<file path="src/rtl/mpc_pkg.sv">
// Package: shared encodings for the region checker.
// Assumes attribute bits are placed as listed in the brief; other modules rely on this order.
package mpc_pkg;

    typedef enum logic [1:0] {
        ACC_FETCH = 2'd0,
        ACC_LOAD  = 2'd1,
        ACC_STORE = 2'd2
    } acc_kind_e;

    typedef enum logic [1:0] {
        FLD_BASE  = 2'd0,
        FLD_LIMIT = 2'd1,
        FLD_ATTR  = 2'd2,
        FLD_CTRL  = 2'd3
    } cfg_field_e;

    localparam int ATTR_W = 6;

    // Region attributes, MSB first: enable, cacheable, user write,
    // user read/exec, supervisor write, supervisor read/exec.
    typedef struct packed {
        logic en;
        logic cache;
        logic usr_w;
        logic usr_rx;
        logic sup_w;
        logic sup_rx;
    } region_attr_t;

endpackage

</file>
<file path="src/rtl/mpc_region_table.sv">
// Module: one table of programmable regions with a page-range match per entry.
// Assumes base and limit are page numbers; the limit is exclusive.
// wr_en is already qualified for this table by the parent.
module mpc_region_table
    import mpc_pkg::*;
#(
    parameter int ADDR_W = 32,
    parameter int PAGE_W = 12,
    parameter int NREG   = 8,
    localparam int IDX_W = $clog2(NREG),
    localparam int PN_W  = ADDR_W - PAGE_W
) (
    input  logic                    clk,
    input  logic                    rst_n,
    input  logic                    wr_en,
    input  logic [IDX_W-1:0]        wr_idx,
    input  logic [1:0]              wr_field,
    input  logic [ADDR_W-1:0]       wr_data,
    input  logic [PN_W-1:0]         look_page,
    output logic [NREG-1:0]         hit_vec,
    output region_attr_t [NREG-1:0] attr_vec
);

    for (genvar g = 0; g < NREG; g++) begin : g_ent
        logic [PN_W-1:0] base_q;
        logic [PN_W-1:0] limit_q;
        region_attr_t    attr_q;
        logic            sel;

        assign sel = wr_en && (wr_idx == IDX_W'(g));

        // Hold the entry's base, limit and attributes; cleared on reset.
        always_ff @(posedge clk) begin
            if (!rst_n) begin
                base_q  <= '0;
                limit_q <= '0;
                attr_q  <= '0;
            end else if (sel) begin
                if (wr_field == FLD_BASE)  base_q  <= wr_data[ADDR_W-1:PAGE_W];
                if (wr_field == FLD_LIMIT) limit_q <= wr_data[ADDR_W-1:PAGE_W];
                if (wr_field == FLD_ATTR)  attr_q  <= region_attr_t'(wr_data[ATTR_W-1:0]);
            end
        end

        // The entry matches when enabled and the page is inside [base, limit).
        always_comb begin
            hit_vec[g] = attr_q.en && (look_page >= base_q) && (look_page < limit_q);
        end

        assign attr_vec[g] = attr_q;
    end

endmodule

</file>
<file path="src/rtl/mpc_prio_pick.sv">
// Module: fixed-priority picker; the lowest set index in hit_vec wins.
// Assumes NREG >= 2.
module mpc_prio_pick #(
    parameter int NREG   = 8,
    localparam int IDX_W = $clog2(NREG)
) (
    input  logic [NREG-1:0]  hit_vec,
    output logic             any_hit,
    output logic [IDX_W-1:0] win_idx
);

    // Scan from the top down so the lowest index is the last to overwrite.
    always_comb begin
        win_idx = '0;
        for (int i = NREG - 1; i >= 0; i--) begin
            if (hit_vec[i]) win_idx = IDX_W'(i);
        end
        any_hit = |hit_vec;
    end

endmodule

</file>
<file path="src/rtl/mpc_perm_eval.sv">
// Module: turns the winning region's attributes into the permit and cacheable answers.
// Assumes attr is meaningful only when hit is 1.
module mpc_perm_eval
    import mpc_pkg::*;
(
    input  logic         chk_en,
    input  logic         valid,
    input  logic [1:0]   kind,
    input  logic         user,
    input  logic         io,
    input  logic         hit,
    input  region_attr_t attr,
    output logic         permit,
    output logic         cacheable
);

    logic is_data;
    logic need_bit;

    // Pick the permission bit that this access kind and mode require.
    always_comb begin
        is_data = (kind != ACC_FETCH);
        if (kind == ACC_STORE) need_bit = user ? attr.usr_w  : attr.sup_w;
        else                   need_bit = user ? attr.usr_rx : attr.sup_rx;
    end

    // Resolve permit and cacheability, with a bypass when the checker is off.
    always_comb begin
        if (!chk_en) begin
            permit    = valid;
            cacheable = valid && is_data && !io;
        end else begin
            permit    = valid && hit && need_bit;
            cacheable = permit && is_data && !io && attr.cache;
        end
    end

endmodule

</file>
<file path="src/rtl/mpc_guard.sv">
// Module: top of the region checker. Holds the enable bit and both region
// tables, resolves each access, and registers violations with their address.
// Assumes synchronous active-low reset and a single request per cycle.
module mpc_guard
    import mpc_pkg::*;
#(
    parameter int ADDR_W = 32,
    parameter int PAGE_W = 12,
    parameter int NREG   = 8,
    localparam int IDX_W = $clog2(NREG),
    localparam int PN_W  = ADDR_W - PAGE_W
) (
    input  logic              clk,
    input  logic              rst_n,
    input  logic              cfg_we,
    input  logic              cfg_dside,
    input  logic [IDX_W-1:0]  cfg_idx,
    input  logic [1:0]        cfg_field,
    input  logic [ADDR_W-1:0] cfg_wdata,
    input  logic              req_valid,
    input  logic [1:0]        req_kind,
    input  logic              req_user,
    input  logic              req_io,
    input  logic [ADDR_W-1:0] req_addr,
    output logic              acc_ok,
    output logic              acc_cacheable,
    output logic [ADDR_W-1:0] viol_addr,
    output logic              viol_o
);

    logic                    enable_q;
    logic                    tbl_wr;
    logic                    iwr_en;
    logic                    dwr_en;
    logic [PN_W-1:0]         page;
    logic [NREG-1:0]         ihit_vec;
    logic [NREG-1:0]         dhit_vec;
    region_attr_t [NREG-1:0] iattr_vec;
    region_attr_t [NREG-1:0] dattr_vec;
    logic                    i_any;
    logic                    d_any;
    logic [IDX_W-1:0]        i_win;
    logic [IDX_W-1:0]        d_win;
    logic                    sel_hit;
    region_attr_t            sel_attr;
    logic                    permit;
    logic                    cacheable;
    logic                    viol_q;
    logic [ADDR_W-1:0]       bad_q;

    // Route table writes to the selected side; control writes go elsewhere.
    always_comb begin
        tbl_wr = cfg_we && (cfg_field != FLD_CTRL);
        iwr_en = tbl_wr && !cfg_dside;
        dwr_en = tbl_wr &&  cfg_dside;
        page   = req_addr[ADDR_W-1:PAGE_W];
    end

    // Checker enable: off after reset, set by a control write.
    always_ff @(posedge clk) begin
        if (!rst_n)                             enable_q <= 1'b0;
        else if (cfg_we && cfg_field == FLD_CTRL) enable_q <= cfg_wdata[0];
    end

    mpc_region_table #(.ADDR_W(ADDR_W), .PAGE_W(PAGE_W), .NREG(NREG)) u_itbl (
        .clk(clk), .rst_n(rst_n), .wr_en(iwr_en), .wr_idx(cfg_idx),
        .wr_field(cfg_field), .wr_data(cfg_wdata), .look_page(page),
        .hit_vec(ihit_vec), .attr_vec(iattr_vec)
    );

    mpc_region_table #(.ADDR_W(ADDR_W), .PAGE_W(PAGE_W), .NREG(NREG)) u_dtbl (
        .clk(clk), .rst_n(rst_n), .wr_en(dwr_en), .wr_idx(cfg_idx),
        .wr_field(cfg_field), .wr_data(cfg_wdata), .look_page(page),
        .hit_vec(dhit_vec), .attr_vec(dattr_vec)
    );

    mpc_prio_pick #(.NREG(NREG)) u_ipick (
        .hit_vec(ihit_vec), .any_hit(i_any), .win_idx(i_win)
    );

    mpc_prio_pick #(.NREG(NREG)) u_dpick (
        .hit_vec(dhit_vec), .any_hit(d_any), .win_idx(d_win)
    );

    // Fetches consult the instruction table, everything else the data table.
    always_comb begin
        if (req_kind == ACC_FETCH) begin
            sel_hit  = i_any;
            sel_attr = iattr_vec[i_win];
        end else begin
            sel_hit  = d_any;
            sel_attr = dattr_vec[d_win];
        end
    end

    mpc_perm_eval u_eval (
        .chk_en(enable_q), .valid(req_valid), .kind(req_kind), .user(req_user),
        .io(req_io), .hit(sel_hit), .attr(sel_attr),
        .permit(permit), .cacheable(cacheable)
    );

    // Register a denied valid access and capture its address.
    always_ff @(posedge clk) begin
        if (!rst_n) begin
            viol_q <= 1'b0;
            bad_q  <= '0;
        end else begin
            viol_q <= req_valid && !permit;
            if (req_valid && !permit) bad_q <= req_addr;
        end
    end

    assign acc_ok        = permit;
    assign acc_cacheable = cacheable;
    assign viol_o        = viol_q;
    assign viol_addr     = bad_q;

endmodule

</file>
<file path="config.mk">
export PLATFORM = sky130hd
export DESIGN_NAME = mpc_guard
export DESIGN_NICKNAME = d
export VERILOG_FILES = /design/src/rtl/mpc_pkg.sv /design/src/rtl/mpc_region_table.sv /design/src/rtl/mpc_prio_pick.sv /design/src/rtl/mpc_perm_eval.sv /design/src/rtl/mpc_guard.sv
export SDC_FILE = /design/constraint.sdc
export NUM_CORES = 2
export LEC_CHECK = 0
export ABC_AREA = 1
export BUFFER_PORTS_ARGS = -buffer_cell sky130_fd_sc_hd__buf_2
export CAP_MARGIN = 20
export CORE_MARGIN = 4
export CORE_UTILIZATION = 30
export DETAILED_ROUTE_END_ITERATION = 8
export PLACE_DENSITY_LB_ADDON = 0.12
export SETUP_SLACK_MARGIN = 0.15
export SYNTH_ARGS = -nofsm -noshare
export SYNTH_HDL_FRONTEND = slang
export SYNTH_SLANG_ARGS = --single-unit
</file>
<file path="constraint.sdc">
create_clock -name clk -period 2.9 [get_ports clk]
set_input_delay 0 -clock clk [delete_from_list [all_inputs] [get_ports clk]]
set_output_delay 0 -clock clk [all_outputs]
set_load 0.005 [all_outputs]
</file>
* After elaboration in Yosys (flattened, before gate mapping)
Index checks and enable logic that the tools add are counted.
Word-level totals: flip-flop bits (word level) 770, input port bits 78, latch bits 0, memories 0, output and inout bits 35, memory bits (read-only) 0, bits in writable memories 0, logic and storage cells 321
Cells by class: bitwise gates (word level) 0, order comparisons 34, shift-type cells 0, reductions and logical operators 117, multiply operators 0, equal/unequal tests 12, div/mod/pow operators 0, mux-type cells 27, $add $sub $neg 0
Operator list (number):
- $ge 20x20->1 | 16
- $lt 20x20->1 | 16
- $reduce_and 2->1 | 48
- $logic_and 1x1->1 | 60
- $mux 3 | 16
- $bmux 6 s3 | 2
- $reduce_or 8->1 | 2
- $mux 5 | 3
- $eq 3x3->1 const B | 4
- $lt 3x4->1 const B | 2
- $eq 2x2->1 const B | 3
- $eq 3x2->1 const B | 2
- $mux 1 | 6
- $logic_not 2->1 | 2
- $eq 3x1->1 const B | 1
- $logic_not 1->1 | 3
- $logic_not 3->1 | 1
- $eq 2x1->1 const B | 1
- $ne 2x2->1 const B | 1
- $reduce_bool 2->1 | 1

* Depth between registers and ports, before layout
word-level depth 21, gate-level depth with buffers 33, gate-level depth less buffers 31

* Modules after synthesis
From an unflattened synthesis, not the netlist that was laid out.
Second synthesis, totals: cells, all modules 6350, area total of the unflattened synthesis 44575.3 um2
By module, submodules not included:
- mpc_region_table (u_itbl) | cells each 2916, area each 20888.8 um2, times used 1, sequential area each 7367.1 um2
- mpc_region_table (u_dtbl) | cells each 2915, area each 20885.0 um2, times used 1, sequential area each 7367.1 um2
- mpc_guard | cells each 448, area each 2491.1 um2, times used 1, sequential area each 680.7 um2
- mpc_prio_pick | cells each 22, area each 98.8 um2, times used 2, sequential area each 0.0 um2
- mpc_perm_eval | cells each 27, area each 112.6 um2, times used 1, sequential area each 0.0 um2

* Least setup slack after synthesis
OpenSTA, ideal clock, no wires.
path kind reg2reg, start register u_dtbl.g_ent[7].base_q[19], end register bad_q[10] (netlist: viol_addr[10]), required time 2.790 ns, library setup time 0.110 ns, stages on the path, launching flop included 29, period minus slack after synthesis 2.811 ns, arrival 2.701 ns, slack 0.089 ns, cells stage by stage dfxtp_1 -> inv_1 -> ha_1 -> nand2_1 -> inv_1 -> nand2_1 -> nor2_2 -> and3_1 -> nand2_1 -> a21oi_1 -> nand2_1 -> nand2_1 -> nand2_1 -> nand2_1 -> nand2_1 -> nand2_4 -> buf_4 -> nand3_1 -> nand3_1 -> nand3_1 -> nand3_1 -> nand2_1 -> a21oi_2 -> nand2_4 -> nand3_4 -> buf_6 -> nand2_2 -> inv_1 -> nor2_1
On the way: longest elaborated chain between the ends 20
RTL lines:
- from (decl) | RTL line mpc_region_table.sv:25 | logic [PN_W-1:0] base_q;
- from (signal assigned) | RTL line mpc_region_table.sv:39 | if (wr_field == FLD_BASE) base_q <= wr_data[ADDR_W-1:PAGE_W];
- $ge 20x20->1 (*) | RTL line mpc_region_table.sv:47 | hit_vec[g] = attr_q.en && (look_page >= base_q) && (look_page < limit_q);
- $logic_and 1x1->1 (*) (2 in series) | RTL line mpc_region_table.sv:47
- $mux 3 (8 in series) | RTL line mpc_prio_pick.sv:16 | if (hit_vec[i]) win_idx = IDX_W'(i);
- $bmux 6 s3 | RTL line mpc_guard.sv:92 | sel_attr = dattr_vec[d_win];
- $mux 5 (not written as such) | RTL line mpc_guard.sv:92
- $mux 5 | RTL line mpc_guard.sv:87 | if (req_kind == ACC_FETCH) begin
- $mux 1 (on tied branches) | RTL line mpc_perm_eval.sv:24, mpc_perm_eval.sv:23
- $mux 1 | RTL line mpc_perm_eval.sv:23 | if (kind == ACC_STORE) need_bit = user ? attr.usr_w : attr.sup_w;
- $logic_and 1x1->1 (*) | RTL line mpc_perm_eval.sv:33 | permit = valid && hit && need_bit;
- $mux 1 (*) | RTL line mpc_perm_eval.sv:29 | if (!chk_en) begin
- $logic_not 1->1 (*) | RTL line mpc_guard.sv:109 | if (req_valid && !permit) bad_q <= req_addr;
- $logic_and 1x1->1 (*) | RTL line mpc_guard.sv:109
- to (signal assigned) | RTL line mpc_guard.sv:109
- to (decl) | RTL line mpc_guard.sv:49 | logic [ADDR_W-1:0] bad_q;
Mark *: on every way between the ends. The rest lies on a longest branch, timed or not. The select of a mux whose other input is x is not followed. A chain may end at the register's enable or synchronous reset.

* Worst setup path in the final report
start register u_dtbl.g_ent[7].base_q[5], end output port acc_cacheable
On the way: longest elaborated chain between the ends 21
RTL lines:
- $ge 20x20->1 (*) | RTL line mpc_region_table.sv:47
- $logic_and 1x1->1 (*) (2 in series) | RTL line mpc_region_table.sv:47
- $mux 3 (8 in series) | RTL line mpc_prio_pick.sv:16
- $bmux 6 s3 | RTL line mpc_guard.sv:92
- $mux 5 (not written as such) | RTL line mpc_guard.sv:92
- $mux 5 | RTL line mpc_guard.sv:87
- $mux 1 (on tied branches) | RTL line mpc_perm_eval.sv:24, mpc_perm_eval.sv:23
- $mux 1 | RTL line mpc_perm_eval.sv:23
- $logic_and 1x1->1 | RTL line mpc_perm_eval.sv:33
- $logic_and 1x1->1 (2 in series) | RTL line mpc_perm_eval.sv:34 | cacheable = permit && is_data && !io && attr.cache;
- $logic_and 1x1->1 (*) | RTL line mpc_perm_eval.sv:34
- $mux 1 (*) | RTL line mpc_perm_eval.sv:29
- to (decl) | RTL line mpc_guard.sv:26 | output logic acc_cacheable,
Marks and branches as above.

==> impl_results.md <==
* Status: finished, violations left
* Violated checks: setup timing
* Post-Syn Nets at 6452
* Final Wtd Congestion at 0.822
* Max Buffers Root-to-Sink at 3
* Fraction of layout cells with a size suffix above 1 at 0.213
* Register area share after synthesis at 0.354
* Final HPWL DP at 109000 µm
* Core Area at 140000 µm²
* Post-Route WL at 162000 µm
* Final Slew Violations at 0
* Multi-input logic area at 24300 µm²
* Clock Sink Count at ~750
* CP dominant cell by count: nand2_2
* Slowest-stage cell, CP: dfxtp_1
* Worst ir drop on vdd at roughly 0.53 mV
* Relative slew slack at 0.266
* Worst setup startpoint: u_dtbl.g_ent[7].base_q[5]
* DR vias at 39.8k
* Main synth FF type: dfxtp_1
* R2R Setup Slk at -0.71 ns
* Post-synth cell types at 45
* # port buffers at 106
* # setup viols final at 35
* Total Power at 25.9 mW
* CTS Buf Count at 96
* Min Tclk post-route at 3.70 ns
* CTS root buf: clkbuf_16
* Asr flop ratio synth at 0
* Critical path depth at 26
* Number of synthesized register bits at 746
* CP startpoint kind: register
* Post-synth EDFFs at 0
* Commonest non-fill, non-tap cell in the layout: inv_1
* CP Class: reg -> out
* Fin. Hold Viols at 0
* Pin count of the biggest net entering global routing at 105
* Number of global-route vias before repair at 36.9k
* Cell area after synthesis at about 42000 µm²
* WL/cell at 19.2 µm
* Critical Path RT at 2.90 ns
* Cell area power density at 459 nW/µm²
* Sequential cell area at 15000 µm²
* GRT Util Overall at 0.216
* I/O pin count at 113
* YS warnings at 0
* Overflow after GRT at 0
* ANT nets after route at 0
* Peak per-stage delay on the critical path at about 0.3 ns
* Final worst path period share at 1.28
* Type of the tightest min-delay check: in -> reg
* Fmax at 270 MHz
* Crit end category: output pin
* Final Skew at around 0.025 ns
* Die Wd at 383 µm
* Via density per instance at about 4.7
* Initial Utilization at 0.302
* Cell Rows at 137
* Fillers at around 14k
* Die Span Y at 383 µm
* Die Footprint at 147000 µm²
* Max_cap viols at 0
* Pre-CTS setup slack at -0.935 ns
* Critical path buffers and inverters at 5
* Slack of the critical path at -0.798 ns
* Drc violations at 0
* H-tree levels at 3
* RSZ-0062 raised after global routing: yes
* CTS tree: built
* Post-synth top area share at 0.354
* Dominant cells by area after synthesis: dfxtp_1 35%, ha_1 18%, a21oi_1 10%
* Post-synthesis area per instance at 7.35 µm²
* CP delay by family, top: simple AND/OR/NAND/NOR gates
* Synthesized instance count at 5750
* Lkg Pwr at 23.3 nW
* Most frequent cells in the layout: 914 x inv_1, 861 x a21oi_1, 786 x o21ai_0
* Worst R2R Start: u_itbl.g_ent[5].base_q[19]
* Initial drt markers at 2689
* Final Net Count at 7192
* Clock Latency Late Sink at between 0.7 and 0.8 ns
* Critical Path Fanout Max at 6
* R2R Path End: viol_addr[26]
* Critical path arrival at 3.70 ns
* Biggest area consumer among synthesized cells: dfxtp_1
* Detailed Routing Iterations Pass 1 at 5
* Measured slew at the worst slew-check pin at about 1.1 ns
* Clock-pin slew on the worst setup and hold paths at 0.06 ns
* Layout area overhead at 33.7%
* CP Capture Point: acc_cacheable
* Initial antenna violation count at 20
* Global-route wire length before repair at 239000 µm
* Cells on worst reg2reg path at 31
synthesized netlist by cell type, types with 3 or more instances:
cell      count
a211oi_1      9
and3_1        3
nor2_2        4
buf_4         3
buf_6         5
inv_2         3
o211ai_1     14
a21oi_1     885
dfxtp_1     746
ha_1        624
nor3_1       27
a21boi_0      7
nand4_1      95
nor4_1        6
nand3b_1      4
nand3_1     157
clkbuf_1    283
buf_1        12
a21o_1        8
o21bai_1      5
nand2_2      23
nor2_1      440
nand2_4       3
nand2_1     589
o21a_1       11
o21ai_0     801
inv_1       957
buf_2         5
logic make-up after synthesis:
family | Yosys count | share of synthesized area
fa+ha+maj | 624 | 0.185
flops | 746 | 0.354
compound gates | 1754 | 0.212
buf+inv | 1269 | 0.114
simple gates | 1357 | 0.136
per-stage QoR:
step           instance area, µm²  setup TNS, ns  utilization  hold WS [ns]  cells
2_1_floorplan               42300              0            -        0.0786   5750
3_3_place_gp                50400         -30.62        0.361         0.291   8182
3_5_place_dp                50400         -31.66        0.361         0.292   8182
4_1_cts                     55500         -23.93        0.397        0.0140   8437
5_1_grt                     56500         -32.28        0.404        0.0810   8441
6_report                    56500         -23.63        0.404        0.0839   8447
worst min-delay path by stage:
stage	depth (start not counted)	slack [ns]	end	from
2_1_floorplan	1	0.08	acc_cacheable	req_io
3_3_place_gp	3	0.29	acc_cacheable	req_io
6_report	7	0.08	viol_addr[13]	req_addr[13]
3_5_place_dp	3	0.29	acc_cacheable	req_io
5_1_grt	6	0.08	viol_addr[18]	req_addr[18]
4_1_cts	8	0.01	u_itbl.g_ent[2].limit_q[2]	cfg_dside
final cells by class:
class                           instances  area share
Multi-Input combinational cell       3739       0.430
Sequential cell                       746       0.265
Timing Repair Buffer                  946       0.143
Inverter                              961      0.0640
Clock buffer                          152      0.0523
Tap cell                             1876      0.0416
Clock inverter                         20     0.00410
Antenna cell                            7    0.000310
flip-flops by register name, indices dropped and copies added (netlist names):
name	cells
viol_addr	32
u_itbl.g_ent.limit_q	160
viol_o	1
u_dtbl.g_ent.base_q	160
u_itbl.attr_vec	24
u_itbl.g_ent.base_q	160
u_dtbl.attr_vec	48
enable_q	1
u_dtbl.g_ent.limit_q	160
power by group:
group	total (mW)	switching [mW]	internal, mW
Combinational	3.36	2.10	1.26
Clock	12.2	5.01	7.22
Sequential	10.4	0.0282	10.3
Total	25.9	7.13	18.8
tightest hold or removal path: stages:
cell	delay, ns
buf_2	0.11
buf_12	0.17
buf_4	0.19
inv_1	0.06
nand4_1	0.08
nand2_1	0.07
nor2_1	0.04
metal layers:
layer / global-route usage / vias up / share of wire
met3: 0.0321 / 187 / 0.051
li1: - / 20499 / -
met1: 0.310 / 18348 / 0.49
met5: 0 / - / 0
met4: 0.0540 / 0 / 0.023
met2: 0.339 / 796 / 0.44
repair_timing:
action / CTS / global route
hold buffers: 54 / 0
setup buffers: 18 / 3
gates cloned: 11 / 0
setup endpoints to repair: 35 / 35
gates resized for setup: 226 / 195
endpoints found under the hold margin: 489 / 0
pin swaps: 87 / 91
(Power assumes the default switching activity.)
